==> config.mk <==
export PLATFORM = sky130hd
export DESIGN_NAME = spdif_bmc_tx
export DESIGN_NICKNAME = d
export VERILOG_FILES = /design/src/rtl/spdif_tx_pkg.sv /design/src/rtl/spdif_status_bank.sv /design/src/rtl/spdif_sample_hold.sv /design/src/rtl/spdif_frame_seq.sv /design/src/rtl/spdif_bmc_encoder.sv /design/src/rtl/spdif_bmc_tx.sv
export SDC_FILE = /design/constraint.sdc
export NUM_CORES = 1
export LEC_CHECK = 0
export CAP_MARGIN = 20
export CORE_ASPECT_RATIO = 0.8
export CORE_MARGIN = 5
export CORE_UTILIZATION = 27
export DETAILED_ROUTE_END_ITERATION = 10
export HOLD_SLACK_MARGIN = 0.02
export PLACE_DENSITY_LB_ADDON = 0.08
export SLEW_MARGIN = 20
export SYNTH_ARGS = -nofsm -noshare
export SYNTH_HDL_FRONTEND = slang
export SYNTH_SLANG_ARGS = --single-unit
==> constraint.sdc <==
create_clock -name clk -period 4.2 [get_ports clk]
set_input_delay 0.84 -clock clk [delete_from_list [all_inputs] [get_ports clk]]
set_output_delay 0.84 -clock clk [all_outputs]
set_load 0.1 [all_outputs]
==> src/rtl/spdif_tx_pkg.sv <==
// Package: shared constants and sync-pattern lookup for the biphase-mark
// transmitter. Assumes the 32-slot subframe of the consumer audio line.
package spdif_tx_pkg;

    localparam int SLOTS        = 32;
    localparam int HALVES_SUB   = 2 * SLOTS;
    localparam int HALVES_FRAME = 2 * HALVES_SUB;
    localparam int HC_W         = $clog2(HALVES_FRAME);
    localparam int AUDIO_TOP    = 27;
    localparam int FIRST_DATA   = 4;

    typedef enum logic [1:0] {
        SYNC_NONE  = 2'd0,
        SYNC_BLOCK = 2'd1,
        SYNC_CHA   = 2'd2,
        SYNC_CHB   = 2'd3
    } sync_e;

    // Sync half-cells, bit 7 sent first, valid after a line level of 0.
    function automatic logic [7:0] sync_bits(sync_e kind);
        case (kind)
            SYNC_BLOCK: sync_bits = 8'b1110_1000;
            SYNC_CHA:   sync_bits = 8'b1110_0010;
            SYNC_CHB:   sync_bits = 8'b1110_0100;
            default:    sync_bits = 8'b0000_0000;
        endcase
    endfunction

endpackage

==> src/rtl/spdif_status_bank.sv <==
// Module: two channel-status tables (A and B), each CS_BITS wide, kept as
// 32-bit words. Word w of table A sits at address w, and word w of table B
// at address w + CS_BITS/32. Addresses past the last word are ignored.
// Reads are combinational, one bit per table at a shared index.
// Assumes CS_BITS is a multiple of 32 and at least 64.
module spdif_status_bank #(
    parameter int CS_BITS = 192,
    localparam int WORDS  = CS_BITS / 32,
    localparam int ADDR_W = $clog2(2 * WORDS),
    localparam int IDX_W  = $clog2(CS_BITS),
    localparam int WSEL_W = IDX_W - 5
) (
    input  logic              clk,
    input  logic              rst_n,
    input  logic              wr_en,
    input  logic [ADDR_W-1:0] wr_addr,
    input  logic [31:0]       wr_data,
    input  logic [IDX_W-1:0]  rd_idx,
    output logic              cs_a,
    output logic              cs_b
);

    logic [31:0] word_a [WORDS];
    logic [31:0] word_b [WORDS];

    // Load the addressed status word; out-of-range addresses match nothing.
    always_ff @(posedge clk) begin
        if (!rst_n) begin
            for (int w = 0; w < WORDS; w++) begin
                word_a[w] <= '0;
                word_b[w] <= '0;
            end
        end else if (wr_en) begin
            for (int w = 0; w < WORDS; w++) begin
                if (wr_addr == ADDR_W'(w))         word_a[w] <= wr_data;
                if (wr_addr == ADDR_W'(w + WORDS)) word_b[w] <= wr_data;
            end
        end
    end

    // Select the status bit for the current frame from both tables.
    always_comb begin
        cs_a = word_a[rd_idx[IDX_W-1 -: WSEL_W]][rd_idx[4:0]];
        cs_b = word_b[rd_idx[IDX_W-1 -: WSEL_W]][rd_idx[4:0]];
    end

endmodule

==> src/rtl/spdif_sample_hold.sv <==
// Module: input side. Holds one sample frame ahead of the serializer and
// runs the valid/ready handshake. The side stays in reset while either soft
// reset is low, so the serializer side must leave reset first.
// Assumes `consume` pulses only at the start of a frame that used the hold.
module spdif_sample_hold #(
    parameter int SAMPLE_W = 24
) (
    input  logic                clk,
    input  logic                rst_n,
    input  logic                in_rst_n,
    input  logic                out_rst_n,
    input  logic [1:0]          chan_mask,
    input  logic                smp_valid,
    input  logic [SAMPLE_W-1:0] smp_a,
    input  logic [SAMPLE_W-1:0] smp_b,
    output logic                smp_ready,
    input  logic                consume,
    output logic                hold_full,
    output logic [SAMPLE_W-1:0] hold_a,
    output logic [SAMPLE_W-1:0] hold_b
);

    logic in_live;
    logic accept;

    // Input side is live only after both soft resets are released.
    always_comb begin
        in_live   = in_rst_n && out_rst_n;
        smp_ready = in_live && (chan_mask != 2'b00) && !hold_full;
        accept    = smp_valid && smp_ready;
    end

    // Capture a frame into the hold; mono copies A into the B slot.
    always_ff @(posedge clk) begin
        if (!rst_n || !in_live) begin
            hold_full <= 1'b0;
            hold_a    <= '0;
            hold_b    <= '0;
        end else if (accept) begin
            hold_full <= 1'b1;
            hold_a    <= chan_mask[0] ? smp_a : '0;
            hold_b    <= chan_mask[1] ? smp_b : (chan_mask[0] ? smp_a : '0);
        end else if (consume) begin
            hold_full <= 1'b0;
        end
    end

    AST_HOLD_AFTER_ACCEPT: assert property (@(posedge clk) disable iff (!rst_n)
        (smp_valid && smp_ready) |=> hold_full);
    AST_HOLD_KEPT: assert property (@(posedge clk) disable iff (!rst_n)
        (hold_full && !consume && in_rst_n && out_rst_n) |=> (hold_full && $stable(hold_a) && $stable(hold_b)));
    AST_SOFT_RESET_CLEARS: assert property (@(posedge clk) disable iff (!rst_n)
        (!in_rst_n || !out_rst_n) |=> !hold_full);

endmodule

==> src/rtl/spdif_frame_seq.sv <==
// Module: half-cell and frame counters. The half-cell counter walks 0..127
// through one frame, and the frame index walks 0..CS_BITS-1 and wraps.
// Both stay at zero while the stream is stopped.
module spdif_frame_seq
    import spdif_tx_pkg::*;
#(
    parameter int CS_BITS = 192,
    localparam int IDX_W  = $clog2(CS_BITS)
) (
    input  logic             clk,
    input  logic             rst_n,
    input  logic             run,
    output logic [HC_W-1:0]  hc,
    output logic [IDX_W-1:0] fidx,
    output logic             frame_end
);

    localparam logic [HC_W-1:0]  HC_LAST  = HC_W'(HALVES_FRAME - 1);
    localparam logic [IDX_W-1:0] IDX_LAST = IDX_W'(CS_BITS - 1);

    // Last half-cell of a running frame.
    always_comb frame_end = run && (hc == HC_LAST);

    // Advance the half-cell counter and step the frame index at each frame end.
    always_ff @(posedge clk) begin
        if (!rst_n || !run) begin
            hc   <= '0;
            fidx <= '0;
        end else begin
            hc <= hc + 1'b1;
            if (frame_end) fidx <= (fidx == IDX_LAST) ? '0 : fidx + 1'b1;
        end
    end

    AST_HC_STEP: assert property (@(posedge clk) disable iff (!rst_n)
        (run && hc != HC_LAST) |=> (hc == HC_W'($past(hc) + 1'b1)));
    AST_IDX_WRAP: assert property (@(posedge clk) disable iff (!rst_n)
        (run && hc == HC_LAST && fidx == IDX_LAST) |=> (fidx == '0));
    AST_STOP_ZERO: assert property (@(posedge clk) disable iff (!rst_n)
        !run |=> (hc == '0 && fidx == '0));

endmodule

==> src/rtl/spdif_bmc_encoder.sv <==
// Module: builds the 32-slot subframe word for the current half-cell and
// drives the biphase-mark line. Sync slots come from a fixed pattern, and
// the pattern is inverted if the line sat at 1 before the subframe.
// Assumes the frame fields stay stable across the frame.
module spdif_bmc_encoder
    import spdif_tx_pkg::*;
#(
    parameter int SAMPLE_W = 24
) (
    input  logic                clk,
    input  logic                rst_n,
    input  logic                run,
    input  logic [HC_W-1:0]     hc,
    input  logic                block_start,
    input  logic [SAMPLE_W-1:0] aud_a,
    input  logic [SAMPLE_W-1:0] aud_b,
    input  logic                vflag,
    input  logic                cs_a,
    input  logic                cs_b,
    output logic                line_out
);

    logic        chan_b;
    logic [4:0]  slot;
    logic        half;
    sync_e       kind;
    logic [31:0] word;
    logic [7:0]  pat;
    logic        pre_ref_q;
    logic        pre_ref;
    logic        nxt;

    // Split the half-cell count into channel, slot and half.
    always_comb begin
        chan_b = hc[HC_W-1];
        slot   = hc[HC_W-2:1];
        half   = hc[0];
        kind   = chan_b ? SYNC_CHB : (block_start ? SYNC_BLOCK : SYNC_CHA);
        pat    = sync_bits(kind);
    end

    // Assemble the subframe word: audio, validity, user, status, parity.
    always_comb begin
        word = '0;
        word[AUDIO_TOP -: SAMPLE_W] = chan_b ? aud_b : aud_a;
        word[28] = vflag;
        word[29] = 1'b0;
        word[30] = chan_b ? cs_b : cs_a;
        word[31] = ^word[30:FIRST_DATA];
    end

    // Choose the next line level from the sync pattern or the data rule.
    always_comb begin
        pre_ref = (hc[HC_W-2:0] == '0) ? line_out : pre_ref_q;
        if (slot < 5'(FIRST_DATA))
            nxt = pat[3'd7 - {slot[1:0], half}] ^ pre_ref;
        else if (!half)
            nxt = !line_out;
        else
            nxt = word[slot] ? !line_out : line_out;
    end

    // Register the line and keep the pre-subframe level for the sync slots.
    always_ff @(posedge clk) begin
        if (!rst_n || !run) begin
            line_out  <= 1'b0;
            pre_ref_q <= 1'b0;
        end else begin
            line_out <= nxt;
            if (hc[HC_W-2:0] == '0) pre_ref_q <= line_out;
        end
    end

    AST_SLOT_EDGE: assert property (@(posedge clk) disable iff (!rst_n)
        (run && slot >= 5'(FIRST_DATA) && !half) |=> (line_out != $past(line_out)));
    AST_SYNC_LEAD_EDGE: assert property (@(posedge clk) disable iff (!rst_n)
        (run && hc[HC_W-2:0] == '0) |=> (line_out != $past(line_out)));

endmodule

==> src/rtl/spdif_bmc_tx.sv <==
// Module: top of the biphase-mark audio transmitter. Connects the status
// tables, the sample hold, the frame counters and the line encoder, and
// owns the per-frame register that freezes audio and mute for one frame.
// Assumes clk runs at 128 times the sample rate.
module spdif_bmc_tx
    import spdif_tx_pkg::*;
#(
    parameter int SAMPLE_W = 24,
    parameter int CS_BITS  = 192
) (
    input  logic                             clk,
    input  logic                             rst_n,
    input  logic                             out_rst_n,
    input  logic                             in_rst_n,
    input  logic                             enable,
    input  logic                             mute,
    input  logic [1:0]                       chan_mask,
    input  logic                             wr_en,
    input  logic [$clog2(CS_BITS/16)-1:0]    wr_addr,
    input  logic [31:0]                      wr_data,
    input  logic                             smp_valid,
    output logic                             smp_ready,
    input  logic [SAMPLE_W-1:0]              smp_a,
    input  logic [SAMPLE_W-1:0]              smp_b,
    output logic                             line_out
);

    localparam int IDX_W = $clog2(CS_BITS);

    logic                run;
    logic [HC_W-1:0]     hc;
    logic [IDX_W-1:0]    fidx;
    logic                frame_end;
    logic                cs_a;
    logic                cs_b;
    logic                hold_full;
    logic [SAMPLE_W-1:0] hold_a;
    logic [SAMPLE_W-1:0] hold_b;
    logic                consume;
    logic [SAMPLE_W-1:0] fr_a;
    logic [SAMPLE_W-1:0] fr_b;
    logic                fr_v;
    logic                fr_has;

    // The stream runs only with both soft resets released and enable high.
    always_comb begin
        run     = enable && out_rst_n && in_rst_n;
        consume = run && (hc == '0) && fr_has;
    end

    // Freeze the next frame's audio and mute, tracking the hold while idle.
    always_ff @(posedge clk) begin
        if (!rst_n) begin
            fr_a   <= '0;
            fr_b   <= '0;
            fr_v   <= 1'b0;
            fr_has <= 1'b0;
        end else if (!run || frame_end) begin
            fr_a   <= hold_full ? hold_a : '0;
            fr_b   <= hold_full ? hold_b : '0;
            fr_v   <= mute;
            fr_has <= hold_full;
        end
    end

    spdif_status_bank #(.CS_BITS(CS_BITS)) i_status (
        .clk     (clk),
        .rst_n   (rst_n),
        .wr_en   (wr_en),
        .wr_addr (wr_addr),
        .wr_data (wr_data),
        .rd_idx  (fidx),
        .cs_a    (cs_a),
        .cs_b    (cs_b)
    );

    spdif_sample_hold #(.SAMPLE_W(SAMPLE_W)) i_hold (
        .clk       (clk),
        .rst_n     (rst_n),
        .in_rst_n  (in_rst_n),
        .out_rst_n (out_rst_n),
        .chan_mask (chan_mask),
        .smp_valid (smp_valid),
        .smp_a     (smp_a),
        .smp_b     (smp_b),
        .smp_ready (smp_ready),
        .consume   (consume),
        .hold_full (hold_full),
        .hold_a    (hold_a),
        .hold_b    (hold_b)
    );

    spdif_frame_seq #(.CS_BITS(CS_BITS)) i_seq (
        .clk       (clk),
        .rst_n     (rst_n),
        .run       (run),
        .hc        (hc),
        .fidx      (fidx),
        .frame_end (frame_end)
    );

    spdif_bmc_encoder #(.SAMPLE_W(SAMPLE_W)) i_enc (
        .clk         (clk),
        .rst_n       (rst_n),
        .run         (run),
        .hc          (hc),
        .block_start (fidx == '0),
        .aud_a       (fr_a),
        .aud_b       (fr_b),
        .vflag       (fr_v),
        .cs_a        (cs_a),
        .cs_b        (cs_b),
        .line_out    (line_out)
    );

    AST_STOP_QUIET: assert property (@(posedge clk) disable iff (!rst_n)
        !(enable && out_rst_n && in_rst_n) |=> !line_out);
    AST_IDLE_NO_READY: assert property (@(posedge clk) disable iff (!rst_n)
        (chan_mask == 2'b00) |-> !smp_ready);

endmodule

# After elaboration in Yosys (flattened, before gate mapping)
# Memory sizes are Yosys's and may differ from the RTL's. A register that Yosys moved wholly into a read port is not among the register bits.
# Index checks and enable logic that the tools add are counted.
# word_totals
regBits	116
ramBits	384
inputBits	94
output_inout_bits	2
wordCells	163
memories	2
# op_classes
add_sub_neg	3
n_lt_le_gt_ge	4
n_eq_ne	17
muxes	89
n_bitwise	13
reduce_logical	24
# mem_list
name	words	width	read_ports	rd_ports_with_merged_regs	wr	line	rtl
i_status.word_a	6	32	1	1	6	spdif_status_bank.sv:23	logic [31:0] word_a [WORDS];
i_status.word_b	6	32	1	1	6	spdif_status_bank.sv:24	logic [31:0] word_b [WORDS];
# ops
operator	n
32-bit two-way mux	12
24-bit two-way mux	5
1-bit two-way mux	60
27-bit XOR reduction	1
8-bit one-hot mux with 3 select lines	1
4-bit by 3-bit equality test with 1-bit output, second input constant	4
4-bit equality test, second input constant	4
1-bit binary-select mux with 5-bit select	3
5-bit by 6-bit < comparator with 1-bit output, second input constant	2
3-bit two-way mux	4
1-bit bitwise OR	12
1-bit logical AND	9
8-bit by 1-bit adder with 8-bit output, second input constant	1
4-bit by 2-bit equality test with 1-bit output, second input constant	2
8-bit equality test, second input constant	1
8-bit zero test	1
8-bit two-way mux	1
7-bit by 1-bit adder with 7-bit output, second input constant	1
7-bit equality test, second input constant	1
7-bit zero test	1
6-bit zero test	1
1-bit zero test	5
5-bit by 3-bit < comparator with 1-bit output, second input constant	1
2-bit equality test, second input constant	2
other kinds (11)	15

# Logic depth before layout (Yosys ltp)
# Gate-level depths: netlist of the first run.
# depth
ltp_word	9
depth_mapped	15

# Modules after synthesis
# Synthesis of the first run repeated with hierarchy kept, for this count alone.
# hier_totals
hier_cells	1824
hier_area_um2	24043.1
# modules_own_cells
module	n_inst	cells_each	area_each_um2	seq_area_each_um2
spdif_status_bank	1	1132	17787.1	11531.1
spdif_sample_hold	1	283	2324.7	980.9
spdif_bmc_tx	1	230	2179.6	1001.0
spdif_bmc_encoder	1	104	1073.5	40.0
spdif_frame_seq	1	75	678.2	300.3

# Worst setup path before layout of the first run
# Ideal clock, no wire load.
# synth_path
kind	input to register
from	input wr_addr[3]
to	memory i_status.word_a[0][0], enable pin
t_arrival_ns	3.661
required_ns	3.734
path_slack_ns	0.073
cell_stages	2
path_cell_list	or3b_2 -> o21ai_0
# synth_lines
item	line	rtl
start: declaration	spdif_bmc_tx.sv:19	input logic [$clog2(CS_BITS/16)-1:0] wr_addr,
end: declaration	spdif_status_bank.sv:23	

==> results by stage, run 1 <==
Synth:
- The share of synthesized area in the top cell type comes to 0.487.
- The most frequent cell after synthesis is sky130_fd_sc_hd__and2_1.
- Counting flops with a built-in enable in the synthesized netlist gives 384.
- The post-synthesis xor/xnor area fraction is 0.0178.
- Of all flip-flops after synthesis, the portion carrying an async set or reset was 0.
- The cell accounting for the most synthesized area is sky130_fd_sc_hd__edfxtp_1.
- The simple-gate share of the synthesized area is 0.184.
- The share of the Yosys chip area taken by registers is 0.588.
- By area, the combinational part of the netlist is dominated by simple AND/OR/NAND/NOR gates.
- The yosys synthesis warning count is 0.
- Yosys attributes the largest share of cell area to sky130_fd_sc_hd__edfxtp_1 (49%), sky130_fd_sc_hd__and2_1 (10%), sky130_fd_sc_hd__dfxtp_1 (10%), sky130_fd_sc_hd__mux4_2 (6.5%), sky130_fd_sc_hd__mux2i_1 (2.9%).
- Synthesis handed over a netlist of 1932 instances.
- The compound-gate portion of the synthesized area was 0.0628.
- The number of register bits inferred by synthesis is 503.
- The synthesized netlist occupies a cell area of 0.0237 sq mm.
- The number of nets in the synthesized netlist is 2030.
- In this run, distinct cell masters in the synthesized netlist total 68.
- Among all flip-flop cells after synthesis, the most frequent one is sky130_fd_sc_hd__edfxtp_1.
- The multiplexer fraction of the synthesized cell area is 0.110.
- The adder-cell share of the synthesized area is 0.00211.
- The per-instance average area after synthesis is 12.2 sq um.
- In the synthesized netlist, the cells that appear most often are sky130_fd_sc_hd__and2_1 (386), sky130_fd_sc_hd__edfxtp_1 (384), sky130_fd_sc_hd__nand2_1 (142), sky130_fd_sc_hd__clkbuf_1 (126), sky130_fd_sc_hd__dfxtp_1 (119).

Timing:
- The actual transition at the worst max-transition pin is 1.04 ns.
- For this run, the top clock speed supported by timing is 0.265 GHz.
- The clock skew after layout is 0.0208 ns.
- The normalized max-slew margin is 0.308.
- The max-slew violation total from the final report is 0.
- In the finished design, the share of the clock period the worst path needs comes to 0.898.
- The count of endpoints failing hold in the final timing report is 0.
- Setup repair after global routing left no endpoint under its margin.
- The number of setup violations in the final report is 0.
- The minimum clock period is 3.77 ns.
- In the final timing run, aggregate negative setup slack is 0 ns.

Power:
- The switching power is 2.57 mW.
- IR analysis of the VDD net gives a maximum drop of 0.283 mV.
- The internal portion of the total power is 8.78 mW.
- The leakage component of the power is 9.27 nW.
- The proportion of power drawn by combinational gates is 0.055.
- The net switching fraction of the power is 0.226.
- The portion of total power attributed to sequential cells is 0.497.
- The total power of the final layout is 11.4 mW.
- The clock network fraction of total power is 0.448.
- The total power divided by cell area is 404 mW/mm^2.

Drt:
- The count of nets left with antenna violations once routing finished came out at 0.
- Before antenna repair, the detailed router went through 5 iterations.
- In the final routed layout, each cell accounts on average for 25.3 um.
- The wire length reported by the detailed router is 80500 um.
- The overall via count from detail_route is 15471.
- For this run, design rule violations remaining after detail routing come to 0.
- Dividing the detail-routed via count by the number of cells gives 4.86.
- The number of design-rule violations left by the first detailed-router iteration is 1250.

Floorplan:
- The initial core utilization is 0.271.
- The core region area is 0.0873 sq mm.
- The die is 341 um wide.
- The die area is 0.0937 sq mm.
- The number of rows in the core area is 97.
- The height of the die is 275 um.
- The number of placed I/O pins is 96.

Global route:
- The via count of the first global-routing pass is 15971.
- Entering global routing, the biggest net connects 61 pins.
- In the global route stage, overall resource usage came out at 0.172.
- The first global-routing pass estimated 117000 um of wire.
- The number of antenna violations at the first check in global routing was 8.
- Global routing finished with a remaining overflow of 0.

Clock network:
- Post-CTS timing repair inserted 0 buffers for setup.
- TritonCTS built the clock tree.
- The buffer levels on the longest clock path is 3.
- The clock tree synthesis step divided the H-tree into 2 levels.
- The number of hold buffers added after CTS was 0.
- Gates resized during post-CTS repair numbered 0.
- Clock tree synthesis inserted a total of 58 buffers.
- The clock root buffer is sky130_fd_sc_hd__clkbuf_16.
- The clock net in this run drives a total of 503 sinks.
- The worst-skew pair later-pin latency is 0.63 ns.
- The clock-pin slew reported for the worst setup and hold paths after clock tree synthesis is 0.06 ns.

Place:
- At the end of routability-driven placement, the weighted congestion stood at 0.754.
- Detailed placement ended at an HPWL of 49800 um.
- The quantity of I/O buffers inserted on ports is 95.

Cells and area:
- The share of cells above drive strength 1 is 0.145.
- Summing all multi-input logic gate instances after layout gives 0.00917 sq mm.
- In the final layout, flip-flops and latches occupy 0.0139 sq mm.
- The fill cell total of the finished layout is 8646.
- The area added between synthesis and finish is 18.7%.
- The final layout contains 2092 nets.

Critical path:
- For this run, the slowest stage of the critical path takes 0.80 ns.
- Data arrives at the worst endpoint at 4.29 ns.
- Measured in cells, the most critical reg-to-reg path has a length of 11.
- The capturing element type of the critical path is a flop.
- At the worst endpoint, the required time is 4.72 ns.
- The maximum fanout encountered on the critical timing path is 30.
- The cell with the largest stage delay on the worst path is sky130_fd_sc_hd__dfxtp_4.
- The startpoint class of the critical path is a flop.
- The critical path class is flop to flop.
- The worst path buffer plus inverter count is 2.
- The path length in cells of the critical path is 11.
- Walking the worst path, the cells encountered are buf_4 -> mux4_2 -> a221oi_1 -> o22ai_1 -> a211oi_1 -> a211oi_1 -> buf_4 -> a211o_1 -> a31oi_1 -> a211oi_1 -> o21ba_1.
- Setup slack on the worst reg-to-reg path comes out at 0.43 ns.
- The kind of cell adding the most delay to the critical path is compound AO/OA/AOI/OAI gates.
- The cell seen most often among critical-path stages is sky130_fd_sc_hd__a211oi_1.

Job:
- The total of max-cap violations is 0.

Worst hold path:
- Counting instances, the worst hold path has a depth of 2.
- The type of the worst min-delay path is flop to flop.

Status:
- The flow ran to the end, and the final reports show no timing, DRC or antenna violations.
[path summary, 6_finish.rpt]
kind / startpoint / endpoint
max: flop / i_enc.line_out
min: i_hold.hold_a[17] / i_hold.hold_a[17]
max reg2reg: flop / i_enc.line_out
min reg2reg: i_hold.hold_a[17] / i_hold.hold_a[17]
[worst min-delay path, stage by stage, from the launching register on]
cell and delay, ns:
sky130_fd_sc_hd__dfxtp_1 0.31, sky130_fd_sc_hd__nand2_1 0.05, sky130_fd_sc_hd__a21oi_1 0.05
[cell families (layout without fill, tap and decap cells)]
group                    after synthesis  after routing
buffers and inverters                181            288
AO/OA/AOI/OAI                        218            218
multiplexers                         166            166
XOR/XNOR                              48             48
flip-flops                           503            503
adder cells (fa/ha/maj)                4              4
AND/OR/NAND/NOR                      812            812
other                                  0              7
[area by class of cell]
| type | count | share of cell area |
|---|---|---|
| Multi-Input combinational cell | 1248 | 0.326 |
| Inverter | 10 | 0.00134 |
| Antenna cell | 7 | 0.000623 |
| Timing Repair Buffer | 173 | 0.0584 |
| Clock buffer | 75 | 0.0557 |
| Tap cell | 1138 | 0.0507 |
| Clock inverter | 30 | 0.0114 |
| Sequential cell | 503 | 0.496 |
[sequential cells by signal (all words and copies together), names as in the netlist, named ones only]
register / count
i_hold.hold_full: 1
i_seq.hc: 7
i_seq.fidx: 8
i_hold.hold_a: 24
i_enc.pre_ref_q: 1
fr_b: 24
i_status.word_b: 192
fr_has: 1
fr_v: 1
fr_a: 24
i_status.word_a: 192
i_hold.hold_b: 24
i_enc.line_out: 1
[per-stage QoR]
stage	cells	setup slack, ns	hold slack (ns)	util	cell area, sq um
floorplan	1932	0.0729	0.437	-	23700
global placement	3072	0.288	0.450	0.300	26200
detailed placement	3072	0.411	0.448	0.300	26200
CTS	3177	0.378	0.456	0.322	28100
global route	3177	0.167	0.471	0.322	28100
finish	3184	0.428	0.454	0.322	28100
[cell usage in the layout (no fill, tap or decap), types with 9 or more instances in the layout]
| cell type | count |
|---|---|
| sky130_fd_sc_hd__mux2i_1 | 69 |
| sky130_fd_sc_hd__o21ai_4 | 12 |
| sky130_fd_sc_hd__edfxtp_1 | 384 |
| sky130_fd_sc_hd__o21ai_0 | 24 |
| sky130_fd_sc_hd__xor2_1 | 30 |
| sky130_fd_sc_hd__a21boi_0 | 50 |
| sky130_fd_sc_hd__nor2_4 | 11 |
| sky130_fd_sc_hd__buf_12 | 9 |
| sky130_fd_sc_hd__mux2_2 | 20 |
| sky130_fd_sc_hd__clkinv_2 | 14 |
| sky130_fd_sc_hd__clkdlybuf4s50_1 | 93 |
| sky130_fd_sc_hd__xnor2_1 | 18 |
| sky130_fd_sc_hd__nor2_1 | 84 |
| sky130_fd_sc_hd__buf_4 | 70 |
| sky130_fd_sc_hd__a211oi_1 | 36 |
| sky130_fd_sc_hd__clkbuf_16 | 59 |
| sky130_fd_sc_hd__a21oi_1 | 39 |
| sky130_fd_sc_hd__dfxtp_1 | 114 |
| sky130_fd_sc_hd__nor2b_1 | 12 |
| sky130_fd_sc_hd__mux4_2 | 68 |
| sky130_fd_sc_hd__clkbuf_1 | 13 |
| sky130_fd_sc_hd__nand2_1 | 142 |
| sky130_fd_sc_hd__and2_1 | 386 |
| sky130_fd_sc_hd__nor3_1 | 35 |
| sky130_fd_sc_hd__nand3_1 | 91 |
[routing by layer]
layer / vias up / track usage / part of all wire
li1: 7088 / - / -
met1: 7960 / 0.260 / 0.50
met3: 88 / 0.0285 / 0.050
met4: 6 / 0.0344 / 0.015
met2: 329 / 0.259 / 0.43
met5: - / 0 / 0.00057
[power by group through the flow]
stage / clock network [mW] / logic [mW] / registers [mW]
final: 5.09 / 0.620 / 5.65
after floorplan: 0 / 0.287 / 5.73
after global routing: 5.44 / 0.665 / 5.67
after global placement: 0 / 0.626 / 5.76
after CTS: 5.25 / 0.630 / 5.65
after detailed placement: 0 / 0.628 / 5.75
No activity file was read; power rests on OpenSTA's default activity.
==> run 2, diff against run 1 <==
--- a/config.mk
+++ b/config.mk
@@ -8,7 +8,7 @@
 export CAP_MARGIN = 20
 export CORE_ASPECT_RATIO = 0.8
 export CORE_MARGIN = 5
-export CORE_UTILIZATION = 27
+export CORE_UTILIZATION = 40
 export DETAILED_ROUTE_END_ITERATION = 10
 export HOLD_SLACK_MARGIN = 0.02
 export PLACE_DENSITY_LB_ADDON = 0.08
==> results by stage, run 2 (synthesis gave the netlist of run 1 again) <==
Place:
- The placed wire-length estimate after detailed placement is 46500 um (-6.6%).
- The pre-CTS setup slack came to 0.610 ns (+0.200 ns).
- The quantity of I/O buffers inserted on ports is 95 (unchanged).
- The final weighted congestion in routability-driven placement is 0.830 (+10%).
- The total placed instance area is 0.0256 sq mm (-2.3%).

Floorplan:
- The height of the die was 228 um (-17%).
- The die boundary width is 282 um (-17%).
- The die area is 0.0642 sq mm (-32%).
- The number of rows in the core area is 79 (-19%).
- The number of placed I/O pins is 96 (unchanged).
- The core region area came to 0.0584 sq mm (-33%).
- The initial core utilization is 0.405 (+0.134).

Power:
- The portion of total power attributed to sequential cells is 0.510 (+0.013).
- The total power divided by cell area is 405 mW/mm^2 (+0.17%).
- The switching power is 2.49 mW (-3.2%).
- The total power of the final layout is 11.1 mW (-2.5%).
- The net switching fraction of the power is 0.225 (-0.00160).
- The internal power was 8.58 mW (-2.3%).
- The leakage component of the power came to 9.13 nW (-1.5%).
- The highest ir drop seen on vdd was 0.291 mV (+2.8%).
- The proportion of power drawn by combinational gates was 0.056 (about the same).
- The clock network fraction of total power was 0.434 (-0.014).

Critical path:
- Traced cell by cell, the critical path runs through nor2_1 -> a221oi_1 -> o22ai_1 -> a211oi_1 -> buf_4 -> a211oi_1 -> a211o_1 -> a31oi_1 -> a211oi_1 -> o21ba_1.
- The critical path startpoint is i_seq.fidx[0].
- Following the worst setup path forward leads to its endpoint at i_enc.line_out.
- By startpoint and endpoint, the worst setup path is classified as flop to flop.
- STA classifies the critical path startpoint as a flop.
- The launch instance of the worst register-to-register path is i_seq.fidx[0].
- The signal arrival time at the worst endpoint was 4.09 ns (-0.20 ns).
- The cell with the largest stage delay on the worst path is sky130_fd_sc_hd__dfxtp_2.
- The length in cells of the worst reg-to-reg path is 10 (-1).
- STA classifies the critical path endpoint as a flop.
- The endpoint identified for the worst register-to-register timing path is i_enc.line_out.
- The data required time of the worst path is 4.69 ns (-0.03 ns).
- The maximum fanout encountered on the critical timing path is 37 (+23%).
- The reg2reg setup slack is 0.61 ns (+0.18 ns).
- The peak per-stage delay on the critical path was 1.01 ns (+0.21 ns).
- Among the stages of the critical path, the cell type that occurs most often is sky130_fd_sc_hd__a211oi_1.

Global route:
- The number of antenna violations at the first check in global routing is 2 (-6).
- The global-route congestion overflow total is 0 (unchanged).
- The maximum number of pins on one net before global-route repair came to 51 (-16%).
- The via count of the first global-routing pass is 15398 (-3.6%).
- The first-pass GRT wire length came to 109000 um (-7.2%).
- The total routing usage reported by global routing is 0.230 (+0.0584).

Clock network:
- The number of clock buffers inserted by TritonCTS was 54 (-6.9%).
- The number of hold buffers added after CTS is 0 (unchanged).
- The buffer levels on the longest clock path is 3 (unchanged).
- The worst-skew pair later-pin latency is 0.61 ns (-0.02 ns).
- The number of post-CTS setup repair buffers was 0 (unchanged).
- TritonCTS built the clock tree.
- The clock-pin slew reported for the worst setup and hold paths after clock tree synthesis was 0.06 ns (about the same).
- The number of cells upsized or downsized after cts was 0 (unchanged).
- The clock sink count is 503 (unchanged).
- The H-tree depth is 2 (unchanged).
- The clock root buffer is sky130_fd_sc_hd__clkbuf_16.

Timing:
- The clock skew after layout is 0.0188 ns (-0.00200 ns).
- The setup slack of the critical path after layout is 0.606 ns (+0.178 ns).
- The actual transition at the worst max-transition pin is 1.20 ns (+0.163 ns).
- Setup repair after global routing left no endpoint under its margin.
- The number of setup violations in the final report is 0 (unchanged).
- The maximum clock rate was 0.278 GHz (+5.0%).
- The final sum of negative setup slack came to 0 ns (unchanged).
- The normalized max-slew margin was 0.193 (-0.114).
- The minimum clock period is 3.59 ns (-0.178 ns).
- The count of endpoints failing hold in the final timing report is 0 (unchanged).
- The max-slew violation total from the final report is 0 (unchanged).
- The part of the cycle the worst path needs is 0.856 (-0.0424).

Drt:
- The total length of routed met3 wires is 5550 um (+39%).
- The overall via count from detail_route came to 15698 (+1.5%).
- The number of antenna-violating nets in the routed design is 0 (unchanged).
- The via-per-instance ratio is 5.63 (+16%).
- The met1 layer wirelength in the final routing is 36100 um (-11%).
- The number of design-rule violations left by the first detailed-router iteration is 1525 (+22%).
- The number of optimization iterations in the first detailed-route pass is 5 (unchanged).
- The uppermost metal layer occupied by signal nets is met4.
- The detailed-route wire length per cell was 26.7 um (+5.5%).
- The wire length on met2 is 31100 um (-11%).
- The wire length reported by the detailed router is 74500 um (-7.5%).
- The remaining design rule violation count is 0 (unchanged).

Job:
- The total of max-cap violations is 0 (unchanged).

Cells and area:
- The library cells used most frequently in the layout, excluding fill and tap cells, are sky130_fd_sc_hd__and2_1 (386), sky130_fd_sc_hd__edfxtp_1 (384), sky130_fd_sc_hd__nand2_1 (142).
- The library cell used most frequently in the layout, excluding fill and tap cells, is sky130_fd_sc_hd__and2_1.
- The fill cell total of the finished layout is 5153 (-40%).
- In the final layout, the registers with the most flip-flops are i_status.word_a x192, i_status.word_b x192.
- The final standard cell area without fillers is 0.0274 sq mm (-2.6%).
- The number of antenna diodes is 0 (-7).
- The share of cells above drive strength 1 is 0.136 (-0.00959).
- The area added between synthesis and finish is 15.6%.
- The final net count is 2076 (-0.76%).

Status:
- The run finished with clean final reports.

Worst hold path:
- The worst hold path belongs to the class flop to flop.
run 2: cell types whose count changed in the layout (fill, tap and decap cells not counted), sizes merged:
cell	before	now
bufinv	6	5
buf	80	68
clkinv	24	25
clkinvlp	1	2
clkbuf	75	68
diode	7	0
run 2: layout make-up:
class / instances / area, sq um / area share
tap: 769 / 962 / 0.0352
multi-input combinational: 1248 / 9110 / 0.333
sequential: 503 / 13900 / 0.509
timing repair buffer: 161 / 1560 / 0.0572
clock buffer: 68 / 1480 / 0.0540
clock inverter: 31 / 278 / 0.0102
inverter: 10 / 37.5 / 0.00137
run 2: critical path: cells and delay by family (launching register included):
family                 cells  cell delay (ns)
AOI/OAI and AO/OA          8             1.81
buffers and inverters      1             0.19
DFF                        1             1.01
and+or+nand+nor            1             0.47
run 2: worst min path at each step:
stage	end	startpoint	cells past startpoint	slack [ns]
6_report	i_hold.hold_a[13]	i_hold.hold_a[13]	2	0.46
5_1_grt	i_hold.hold_a[22]	i_hold.hold_a[22]	2	0.48
4_1_cts	i_hold.hold_a[13]	i_hold.hold_a[13]	2	0.46
3_5_place_dp	i_hold.hold_a[23]	i_hold.hold_a[23]	2	0.45
3_3_place_gp	i_hold.hold_a[13]	i_hold.hold_a[13]	2	0.45
2_1_floorplan	i_hold.hold_a[23]	i_hold.hold_a[23]	2	0.44
run 2: metal layers:
metal | up-vias | global-route usage
li1 | 7022 | -
met1 | 7977 | 0.357
met2 | 593 | 0.333
met3 | 106 | 0.0432
met4 | 0 | 0.0570
met5 | - | 0
run 2: power by group through the flow:
stage | logic (mW) | clock network, mW | registers, mW
4_1_cts | 0.624 | 4.89 | 5.65
5_1_grt | 0.660 | 5.08 | 5.66
2_1_floorplan | 0.287 | 0 | 5.73
3_3_place_gp | 0.615 | 0 | 5.75
3_5_place_dp | 0.620 | 0 | 5.75
6_report | 0.623 | 4.80 | 5.65
run 2: metrics by stage:
| stage | util | std cells | hold slack [ns] |
|---|---|---|---|
| 2_1_floorplan | - | 1932 | 0.437 |
| 3_3_place_gp | 0.438 | 2691 | 0.446 |
| 3_5_place_dp | 0.438 | 2691 | 0.451 |
| 4_1_cts | 0.468 | 2790 | 0.460 |
| 5_1_grt | 0.468 | 2790 | 0.475 |
| 6_report | 0.468 | 2790 | 0.458 |
==> run 3, diff against run 2 <==
--- a/config.mk
+++ b/config.mk
@@ -5,7 +5,6 @@
 export SDC_FILE = /design/constraint.sdc
 export NUM_CORES = 1
 export LEC_CHECK = 0
-export CAP_MARGIN = 20
 export CORE_ASPECT_RATIO = 0.8
 export CORE_MARGIN = 5
 export CORE_UTILIZATION = 40
==> results of run 3 <==
Same layout as run 2: the final DEF is identical, and so are final timing and power.
